==> config.mk <==
export PLATFORM = sky130hd
export DESIGN_NAME = cbr_unit
export DESIGN_NICKNAME = d
export VERILOG_FILES = /design/src/rtl/cbr_pkg.sv /design/src/rtl/cbr_field_decode.sv /design/src/rtl/cbr_cond_eval.sv /design/src/rtl/cbr_target_gen.sv /design/src/rtl/cbr_unit.sv
export SDC_FILE = /design/constraint.sdc
export NUM_CORES = 1
export LEC_CHECK = 0
export BUFFER_PORTS_ARGS = -buffer_cell sky130_fd_sc_hd__buf_4
export CAP_MARGIN = 20
export CORE_ASPECT_RATIO = 1.4
export CORE_MARGIN = 5
export CORE_UTILIZATION = 40
export CTS_CLUSTER_DIAMETER = 150
export DETAILED_ROUTE_END_ITERATION = 10
export PLACE_DENSITY_LB_ADDON = 0.1
export SYNTH_ARGS = -nofsm -noshare
export SYNTH_HDL_FRONTEND = slang
export SYNTH_SLANG_ARGS = --single-unit
==> constraint.sdc <==
create_clock -name clk_i -period 0.8 [get_ports clk_i]
set_input_delay 0.2 -clock clk_i [delete_from_list [all_inputs] [get_ports clk_i]]
set_output_delay 0.2 -clock clk_i [all_outputs]
set_load 0.02 [all_outputs]
==> src/rtl/cbr_pkg.sv <==
package cbr_pkg;

    localparam int HW_W   = 16;
    localparam int OFFS_W = 10;
    localparam int BI_W   = 5;

    typedef enum logic [2:0] {
        BR_NONE,
        BR_JUMP,
        BR_COND,
        BR_TOLR,
        BR_ILLEG
    } br_kind_e;

    typedef struct packed {
        br_kind_e            kind;
        logic                lk;
        logic [OFFS_W-1:0]   offs;
        logic [BI_W-1:0]     bi;
        logic                test_en;
        logic                test_inv;
    } br_dec_t;

endpackage

==> src/rtl/cbr_field_decode.sv <==
module cbr_field_decode
    import cbr_pkg::*;
(
    input  logic [HW_W-1:0] hw_i,
    input  logic            wide_i,
    output br_dec_t         dec_o
);

    localparam int N_POS  = HW_W - 1;
    localparam int M_POS  = 0;
    localparam int MIN_POS = 7;

    logic       n_bit;
    logic       m_bit;
    logic       minor;
    logic [2:0] major;
    logic [3:0] ext4;
    logic [5:0] body6;
    logic       front_zero;

    assign n_bit      = hw_i[N_POS];
    assign m_bit      = hw_i[M_POS];
    assign minor      = hw_i[MIN_POS];
    assign major      = hw_i[10:8];
    assign ext4       = hw_i[14:11];
    assign body6      = hw_i[6:1];
    assign front_zero = (hw_i[15:11] == 5'd0);

    always_comb begin
        dec_o      = '0;
        dec_o.kind = BR_NONE;
        if (major == 3'b000) begin
            if (wide_i && n_bit && m_bit) begin
                // conditional: offset = ext4 || oo, index in body high bits
                dec_o.kind     = BR_COND;
                dec_o.lk       = minor;
                dec_o.offs     = {{(OFFS_W-6){ext4[3]}}, ext4, hw_i[2:1]};
                dec_o.bi       = {{(BI_W-3){1'b0}}, hw_i[6:4]};
                dec_o.test_en  = 1'b1;
                dec_o.test_inv = hw_i[3];
            end else if (body6 != 6'd0) begin
                dec_o.kind = BR_JUMP;
                dec_o.lk   = minor;
                if (wide_i) begin
                    dec_o.offs = {ext4, body6};
                end else begin
                    dec_o.offs = {{(OFFS_W-6){body6[5]}}, body6};
                end
            end else if (!minor && !m_bit && (!wide_i || front_zero)) begin
                dec_o.kind = BR_ILLEG;
            end
        end else if (major == 3'b001 && !minor) begin
            if (hw_i[1] || (wide_i && hw_i[14])) begin
                dec_o.kind = BR_ILLEG;
            end else begin
                dec_o.kind     = BR_TOLR;
                dec_o.lk       = hw_i[6];
                dec_o.test_en  = hw_i[3];
                dec_o.test_inv = hw_i[2];
                if (wide_i) begin
                    dec_o.bi = {hw_i[13:11], hw_i[5:4]};
                end else begin
                    dec_o.bi = {{(BI_W-2){1'b0}}, hw_i[5:4]};
                end
            end
        end
    end

endmodule

==> src/rtl/cbr_cond_eval.sv <==
module cbr_cond_eval
    import cbr_pkg::*;
#(
    parameter int CR_BITS = 8
) (
    input  logic [BI_W-1:0]    bi_i,
    input  logic               test_en_i,
    input  logic               test_inv_i,
    input  logic [CR_BITS-1:0] cr_i,
    output logic               pass_o,
    output logic               bi_oob_o
);

    logic sel_bit;

    always_comb begin
        sel_bit = 1'b0;
        for (int k = 0; k < CR_BITS; k++) begin
            if (int'(bi_i) == k) begin
                sel_bit = cr_i[k];
            end
        end
        bi_oob_o = (int'(bi_i) >= CR_BITS);
        pass_o   = !test_en_i || (sel_bit ^ test_inv_i);
    end

endmodule

==> src/rtl/cbr_target_gen.sv <==
module cbr_target_gen #(
    parameter int XLEN   = 64,
    parameter int OFFS_W = 10
) (
    input  logic [XLEN-1:0]   pc_i,
    input  logic [XLEN-1:0]   lr_i,
    input  logic [OFFS_W-1:0] offs_i,
    output logic [XLEN-1:0]   rel_o,
    output logic [XLEN-1:0]   ret_o,
    output logic [XLEN-1:0]   next_o
);

    localparam int EXT_W = XLEN - OFFS_W - 1;

    logic [XLEN-1:0] disp;

    assign disp   = {{EXT_W{offs_i[OFFS_W-1]}}, offs_i, 1'b0};
    assign rel_o  = pc_i + disp;
    assign next_o = pc_i + XLEN'(2);
    assign ret_o  = lr_i & ~XLEN'(1);

endmodule

==> src/rtl/cbr_unit.sv <==
module cbr_unit
    import cbr_pkg::*;
#(
    parameter int XLEN    = 64,
    parameter int CR_BITS = 8
) (
    input  logic               clk_i,
    input  logic               rst_ni,
    input  logic [15:0]        hw_i,
    input  logic               wide_i,
    input  logic [XLEN-1:0]    pc_i,
    input  logic [CR_BITS-1:0] cr_i,
    input  logic [XLEN-1:0]    lr_i,
    output logic               taken_o,
    output logic [XLEN-1:0]    target_o,
    output logic               link_we_o,
    output logic [XLEN-1:0]    link_addr_o,
    output logic               illegal_o
);

    typedef struct packed {
        logic            taken;
        logic            link_we;
        logic            illegal;
        logic [XLEN-1:0] target;
        logic [XLEN-1:0] link;
    } res_t;

    br_dec_t         dec;
    logic            pass;
    logic            bi_oob;
    logic [XLEN-1:0] rel_tgt;
    logic [XLEN-1:0] ret_tgt;
    logic [XLEN-1:0] next_pc;
    res_t            res_d;
    res_t            res_q;

    cbr_field_decode u_decode (
        .hw_i   (hw_i),
        .wide_i (wide_i),
        .dec_o  (dec)
    );

    cbr_cond_eval #(
        .CR_BITS (CR_BITS)
    ) u_cond (
        .bi_i       (dec.bi),
        .test_en_i  (dec.test_en),
        .test_inv_i (dec.test_inv),
        .cr_i       (cr_i),
        .pass_o     (pass),
        .bi_oob_o   (bi_oob)
    );

    cbr_target_gen #(
        .XLEN   (XLEN),
        .OFFS_W (OFFS_W)
    ) u_target (
        .pc_i   (pc_i),
        .lr_i   (lr_i),
        .offs_i (dec.offs),
        .rel_o  (rel_tgt),
        .ret_o  (ret_tgt),
        .next_o (next_pc)
    );

    always_comb begin
        res_d = '0;
        case (dec.kind)
            BR_JUMP: begin
                res_d.taken   = 1'b1;
                res_d.target  = rel_tgt;
                res_d.link_we = dec.lk;
            end
            BR_COND: begin
                res_d.taken   = pass;
                res_d.target  = rel_tgt;
                res_d.link_we = dec.lk;
            end
            BR_TOLR: begin
                if (bi_oob) begin
                    res_d.illegal = 1'b1;
                end else begin
                    res_d.taken   = pass;
                    res_d.target  = ret_tgt;
                    res_d.link_we = dec.lk;
                end
            end
            BR_ILLEG: begin
                res_d.illegal = 1'b1;
            end
            default: begin
            end
        endcase
        if (res_d.link_we) begin
            res_d.link = next_pc;
        end
    end

    always_ff @(posedge clk_i or negedge rst_ni) begin
        if (!rst_ni) begin
            res_q <= '0;
        end else begin
            res_q <= res_d;
        end
    end

    assign taken_o     = res_q.taken;
    assign target_o    = res_q.target;
    assign link_we_o   = res_q.link_we;
    assign link_addr_o = res_q.link;
    assign illegal_o   = res_q.illegal;

endmodule

==> impl_metrics.csv, run 1 <==
group,metric,value,unit
outcome,outcome,"complete, but fails checks",
outcome,violations,"negative hold slack, negative setup slack",
critical_path,required,1180,ps
sta,hold_violations,1,
die,die_h,192,microns
synthesis,yosys_warnings,0,
sta,slew_headroom,50.3,%
worst_hold_path,hold_class,"in2reg",
placed_design,place_area,14900,sq um
final_layout,layoutNonFillerInstCount,2236,
final_layout,layout.cells.most_common,"buf_4",
clocking,cts_tree,"done",
placed_design,dp_cells,2051,
route,drc,0,
clocking,ctsRootBufferMaster,"clkbuf_16",
critical_path,cp-end-kind,"flop",
critical_path,cp_max_fo,7,
grt,globalRouteOverflowTotal,0,
route,wl_per_cell,22.0,microns
power,combPwrFrac,31.2,%
power,power_leakage,9.33,nW
grt,grt_max_degree,39,
placed_design,hpwl,30.6,mm
placed_design,io_buffers,284,
synthesis,mappedNetlistNets,1344,
synthesis,ys_ff_latch,131,
run,drv_cap,0,
grt,first_global_vias,12800,
sta,whs,-6.94,ps
synthesis,synth_flop_cell,"dfrtp_1",
die,dieArea,26700,sq um
worst_hold_path,hold_end,"target_o[24]",
synthesis,ys_seq_area_share,34.8,%
synthesis,synthCells,1125,
placed_design,gp_congestion,0.968,
sta,slew_violations,0,
sta,grt_setup_unrepaired,"true",
final_layout,diodes,0,
final_layout,layout-drive-gt1-share,58.2,%
final_layout,final_nets,2137,
grt,track_usage,31.8,%
route,drt-total-wl,49.2,mm
sta,period_minus_slack,3440,ps
grt,grt_pass1_wl,66.6,mm
final_layout,final_cell_mix,"619 x buf_4, 131 x dfrtp_1, 123 x buf_6, 117 x nand2_1, 55 x dlygate4sd3_1",
clocking,htreeDepth,4,
route,drtIter0Drc,925,
sta,finalCritPeriodShare,430,%
die,core,23200,sq um
route,via_count,12600,
die,start_util,40.6,%
die,die_w,140,microns
worst_hold_path,hold_path_depth,3,
clocking,numCtsBuffers,17,
power,switching_share,30.5,%
power,power_frac_seq,29.9,%
synthesis,yosysUniqueCellTypes,69,
clocking,cts.sinks,131,
die,std_cell_rows,66,
critical_path,start_kind,"input pin",
route,vias_per_cell,5.64,
power,internal-power,16.0,mW
synthesis,netlist_area,9410,sq um
sta,tightest_slew,744,ps
die,num_io_pins,286,
route,ant_nets,0,
synthesis,syn-mean-instance-area,8.37,sq um
grt,antenna_found_initial,0,
power,peakVddDrop,1570,uV
sta,setup_viol_count_final,262,
final_layout,area_growth,107,%
power,power,23.1,mW
synthesis,synth_edf_count,0,
clocking,clockBufferDepth,2,
sta,fmax,291,MHz
power,powerDensity,1180,nW/um^2
final_layout,fin_area,19500,sq um
power,p_clk_share,38.8,%
sta,fin_ws,-2640,ps
synthesis,async_flop_share,100,%
power,net-switching-power,7.03,mW
critical_path,path_class,"in2reg",
critical_path,crit_arrival,3810,ps
route,drtPass1Iterations,7,
worst_hold_path,min_from,"lr_i[24]",
clocking,clkTransAtPathRegs,60,ps
-- final cells by class --
cell class / count / area (sq um)
Sequential cell: 131 / 3280
Fill cell: 1284 / 3690
Tap cell: 306 / 383
Inverter: 23 / 86.3
Timing Repair Buffer: 816 / 6960
Clock inverter: 13 / 209
Clock buffer: 18 / 439
Multi-Input combinational cell: 929 / 8160
-- logic make-up (layout without fill, tap and decap cells) --
logic type / after synthesis / in the layout / share of synthesized area, %
compound gates: 318 / 321 / 21.1
simple gates: 428 / 429 / 21.8
mux: 6 / 6 / 0.678
xor+xnor: 109 / 109 / 10.1
buf+inv: 69 / 870 / 2.90
fa+ha+maj: 64 / 64 / 8.59
flops: 131 / 131 / 34.8
-- power by group through the flow --
stage	Sequential [mW]	Clock (mW)	Combinational, mW
floorplan	7.27	0	1.88
global placement	7.02	0	5.13
detailed placement	7.02	0	5.18
CTS	6.90	8.95	6.19
global route	6.92	9.27	7.57
finish	6.91	8.96	7.20
-- worst max path at each step --
stage / cells past startpoint / to / slack, ps / start
2_1_floorplan: 16 / target_o[57] / -3100 / wide_i
5_1_grt: 17 / target_o[47] / -2720 / hw_i[3]
4_1_cts: 17 / target_o[61] / -2530 / hw_i[3]
6_report: 17 / target_o[47] / -2640 / hw_i[3]
3_5_place_dp: 17 / target_o[61] / -3300 / hw_i[6]
3_3_place_gp: 17 / target_o[61] / -3260 / hw_i[6]
-- sequential cells by signal, indices dropped and copies added, names as in the netlist --
| register | flops |
|---|---|
| link_addr_o | 64 |
| target_o | 64 |
| illegal_o | 1 |
| link_we_o | 1 |
| taken_o | 1 |
-- worst max-delay path, cell delays in order --
cell	delay (ps)
buf_6	100
or4_4	530
nor3_4	180
nand2_4	90
nand2_8	120
a21oi_4	140
ha_4	380
buf_4	120
nand3_1	190
or3_4	460
a211o_1	320
o211ai_4	140
buf_6	150
o31ai_4	60
o21ai_1	190
xor2_1	250
a22o_1	160
-- routing by layer --
metal	track usage (%)	part of all wire, %
met3	6.36	6.7
met4	19.6	8.2
met5	0	0
met1	32.4	33
met2	59.1	52
-- Yosys cell counts (all sizes together), types with 3 or more instances --
| library cell | count | area (sq um) |
|---|---|---|
| nand2b | 8 | 50.1 |
| nor2b | 7 | 43.8 |
| nand3 | 45 | 230 |
| nor3 | 24 | 125 |
| a21oi | 87 | 435 |
| or4 | 3 | 22.5 |
| xor2 | 64 | 561 |
| and4 | 6 | 52.6 |
| inv | 23 | 86.3 |
| mux2i | 3 | 30.0 |
| ha | 63 | 788 |
| o21a | 10 | 75.1 |
| and3 | 25 | 156 |
| and2 | 10 | 62.6 |
| o21ai | 103 | 523 |
| o31ai | 7 | 52.6 |
| o21bai | 9 | 67.6 |
| dfrtp | 131 | 3280 |
| o22ai | 4 | 25.0 |
| nor4 | 5 | 46.3 |
| a22o | 6 | 52.6 |
| o211ai | 9 | 77.6 |
| a21o | 37 | 278 |
| mux2 | 3 | 33.8 |
| nand2 | 141 | 529 |
| nor2 | 105 | 394 |
| a211oi | 7 | 52.6 |
| nand4 | 25 | 163 |
| clkbuf | 34 | 129 |
| or3 | 11 | 68.8 |
| a31oi | 13 | 96.3 |
| buf | 12 | 57.6 |
| xnor2 | 45 | 394 |
| a32o | 3 | 30.0 |
-- what timing repair did --
item                       4_1_cts  5_1_grt
resized for setup              264      303
pin swaps                      121      138
setup endpoints to repair      262      262
hold buffers                    55        0
hold endpoints to repair       185        0
buffers inserted                54       56
cloned                           8        0
-- metrics by stage --
| step | setup TNS, ps | worst slack [ps] | util (%) |
|---|---|---|---|
| floorplan | -230950 | -3100 | - |
| global placement | -272390 | -3260 | 64.3 |
| detailed placement | -275210 | -3300 | 64.3 |
| CTS | -240090 | -2530 | 77.3 |
| global route | -265740 | -2720 | 84.1 |
| finish | -255650 | -2640 | 84.1 |
(Power assumes the default switching activity.)
==> inputs of run 2 (changes only) <==
--- a/config.mk
+++ b/config.mk
@@ -13,6 +13,8 @@
 export CTS_CLUSTER_DIAMETER = 150
 export DETAILED_ROUTE_END_ITERATION = 10
 export PLACE_DENSITY_LB_ADDON = 0.1
+export REMOVE_ABC_BUFFERS = 1
+export SLEW_MARGIN = 10
 export SYNTH_ARGS = -nofsm -noshare
 export SYNTH_HDL_FRONTEND = slang
 export SYNTH_SLANG_ARGS = --single-unit
==> constraint.sdc (replaced) <==
create_clock -name clk_i -period 2.9 [get_ports clk_i]
set_input_delay 0.725 -clock clk_i [delete_from_list [all_inputs] [get_ports clk_i]]
set_output_delay 0.725 -clock clk_i [all_outputs]
set_load 0.02 [all_outputs]
==> impl_metrics.csv, run 2 (synthesized netlist as in run 1, its figures left out) <==
group,metric,value,unit
die,std_cell_rows,66,
sta,setup_viol_count_final,56,
clocking,cts_tree,"done",
outcome,outcome,"complete, but fails checks",
sta,period_minus_slack,3960,ps
placed_design,io_buffers,284,
run,drv_cap,0,
route,drt-total-wl,39.7,mm
outcome,violations,"negative setup slack",
placed_design,hpwl,28.6,mm
grt,first_global_vias,11700,
sta,hold_violations,0,
critical_path,cp_cell_sequence,"buf_6 -> or4_4 -> nor3_4 -> nand2_2 -> nand2_4 -> buf_4 -> buf_8 -> nor3_1 -> ha_2 -> a21oi_2 -> o21ai_2 -> a21oi_1 -> buf_4 -> a211o_1 -> o211ai_4 -> o211ai_4 -> a211oi_2 -> or3_1 -> a32o_1",
clocking,cts.sinks,131,
placed_design,pre_cts_ws,-1690,ps
grt,grt_max_degree,59,
route,ant_nets,0,
critical_path,start_kind,"input pin",
placed_design,dp_cells,1996,
die,die_h,192,microns
route,wl_per_cell,19.1,microns
clocking,clockBufferDepth,2,
critical_path,max_stage_delay,540,ps
power,net-switching-power,1.75,mW
route,drc,0,
grt,grt_pass1_wl,59.8,mm
sta,fmax,253,MHz
critical_path,required,3240,ps
final_layout,area_growth,79.8,%
clocking,numCtsBuffers,17,
power,peakVddDrop,448,uV
power,switching_share,29.4,%
final_layout,final_cell_mix,"618 x buf_4, 131 x dfrtp_1, 129 x nand2_1, 99 x nor2_1, 56 x xor2_1",
worst_hold_path,hold_class,"in2async",
sta,slew_violations,0,
power,power,5.94,mW
die,core,23200,sq um
final_layout,layoutNonFillerInstCount,2084,
critical_path,crit_slowest_cell,"or4_4",
final_layout,layout.cells.most_common,"buf_4",
final_layout,diodes,0,
power,p_clk_share,40.1,%
route,via_count,11300,
sta,whs,131,ps
grt,globalRouteOverflowTotal,0,
sta,fin_ws,-1060,ps
clocking,ctsRootBufferMaster,"clkbuf_16",
sta,setup_tns,-40530,ps
die,dieArea,26700,sq um
clocking,cts_hold_buf,0,
route,drtPass1Iterations,5,
sta,tightest_slew,739,ps
power,power_frac_seq,32.0,%
sta,finalCritPeriodShare,137,%
critical_path,cp_max_fo,5,
die,num_io_pins,286,
sta,grt_setup_unrepaired,"true",
route,vias_per_cell,5.44,
critical_path,path_class,"in2reg",
die,start_util,40.6,%
power,power_leakage,8.27,nW
placed_design,gp_congestion,0.937,
power,powerDensity,351,nW/um^2
power,combPwrFrac,27.9,%
final_layout,layout-drive-gt1-share,50.8,%
sta,slew_headroom,50.2,%
grt,track_usage,28.3,%
critical_path,crit_arrival,4300,ps
grt,antenna_found_initial,0,
power,internal-power,4.19,mW
route,drtIter0Drc,514,
critical_path,cp-end-kind,"flop",
clocking,clkTransAtPathRegs,60,ps
clocking,htreeDepth,4,
die,die_w,140,microns
final_layout,final_nets,1984,
-- run 2: cell types whose count changed in the layout (fill, tap and decap cells not counted), sizes merged --
| cell | change |
|---|---|
| dlygate4sd3 | -55 |
| a21oi | -2 |
| clkbuf | +2 |
| bufbuf | -1 |
| buf | -94 |
| clkinv | -1 |
| bufinv | -1 |
| inv | +1 |
| nand2 | -1 |
-- run 2: cell type report --
class	count	area, sq um
Multi-Input combinational cell	926	7290
Fill cell	1703	6280
Timing Repair Buffer	666	5250
Sequential cell	131	3280
Clock buffer	20	457
Tap cell	306	383
Clock inverter	12	179
Inverter	23	86.3
-- run 2: layer usage --
metal	part of all wire (%)	GRT usage, %	vias up
li1	-	-	5313
met1	35	29.1	5444
met2	54	53.7	434
met3	5.7	6.36	139
met4	4.9	13.5	0
met5	0	0	-
-- run 2: power by group through the flow --
stage / Combinational [mW] / Clock, mW / Sequential, mW
6_report: 1.65 / 2.38 / 1.90
5_1_grt: 1.76 / 2.49 / 1.91
4_1_cts: 1.54 / 2.42 / 1.90
3_5_place_dp: 1.35 / 0 / 1.93
3_3_place_gp: 1.34 / 0 / 1.93
2_1_floorplan: 0.471 / 0 / 2.01
-- run 2: path summary, 6_finish.rpt --
path	start	end	slack (ps)	depth (start not counted)
max	hw_i[3]	target_o[61]	-1060	19
min	rst_ni	link_addr_o[38]	130	1
max in group asynchronous	rst_ni	link_addr_o[2]	2130	2
min in group clk_i	lr_i[16]	target_o[16]	480	3
-- run 2: through the flow --
step,utilization [%],area [sq um]
final,72.9,16900
after detailed placement,61.6,14300
after global routing,72.9,16900
after floorplan,-,9230
after CTS,70.4,16300
after global placement,61.6,14300
-- run 2: what timing repair did --
item	CTS	global route
cloned	1	0
resized for setup	240	93
endpoints found under the hold margin	0	0
setup endpoints to repair	56	56
pin swaps	92	66
buffers inserted	45	20
-- run 2: worst max-delay path: cells and delay by family --
kind	cells	cell delay (ps)
AOI/OAI and AO/OA	8	1440
adders and majority gates	1	320
buffers and inverters	4	480
and+or+nand+nor	6	1300
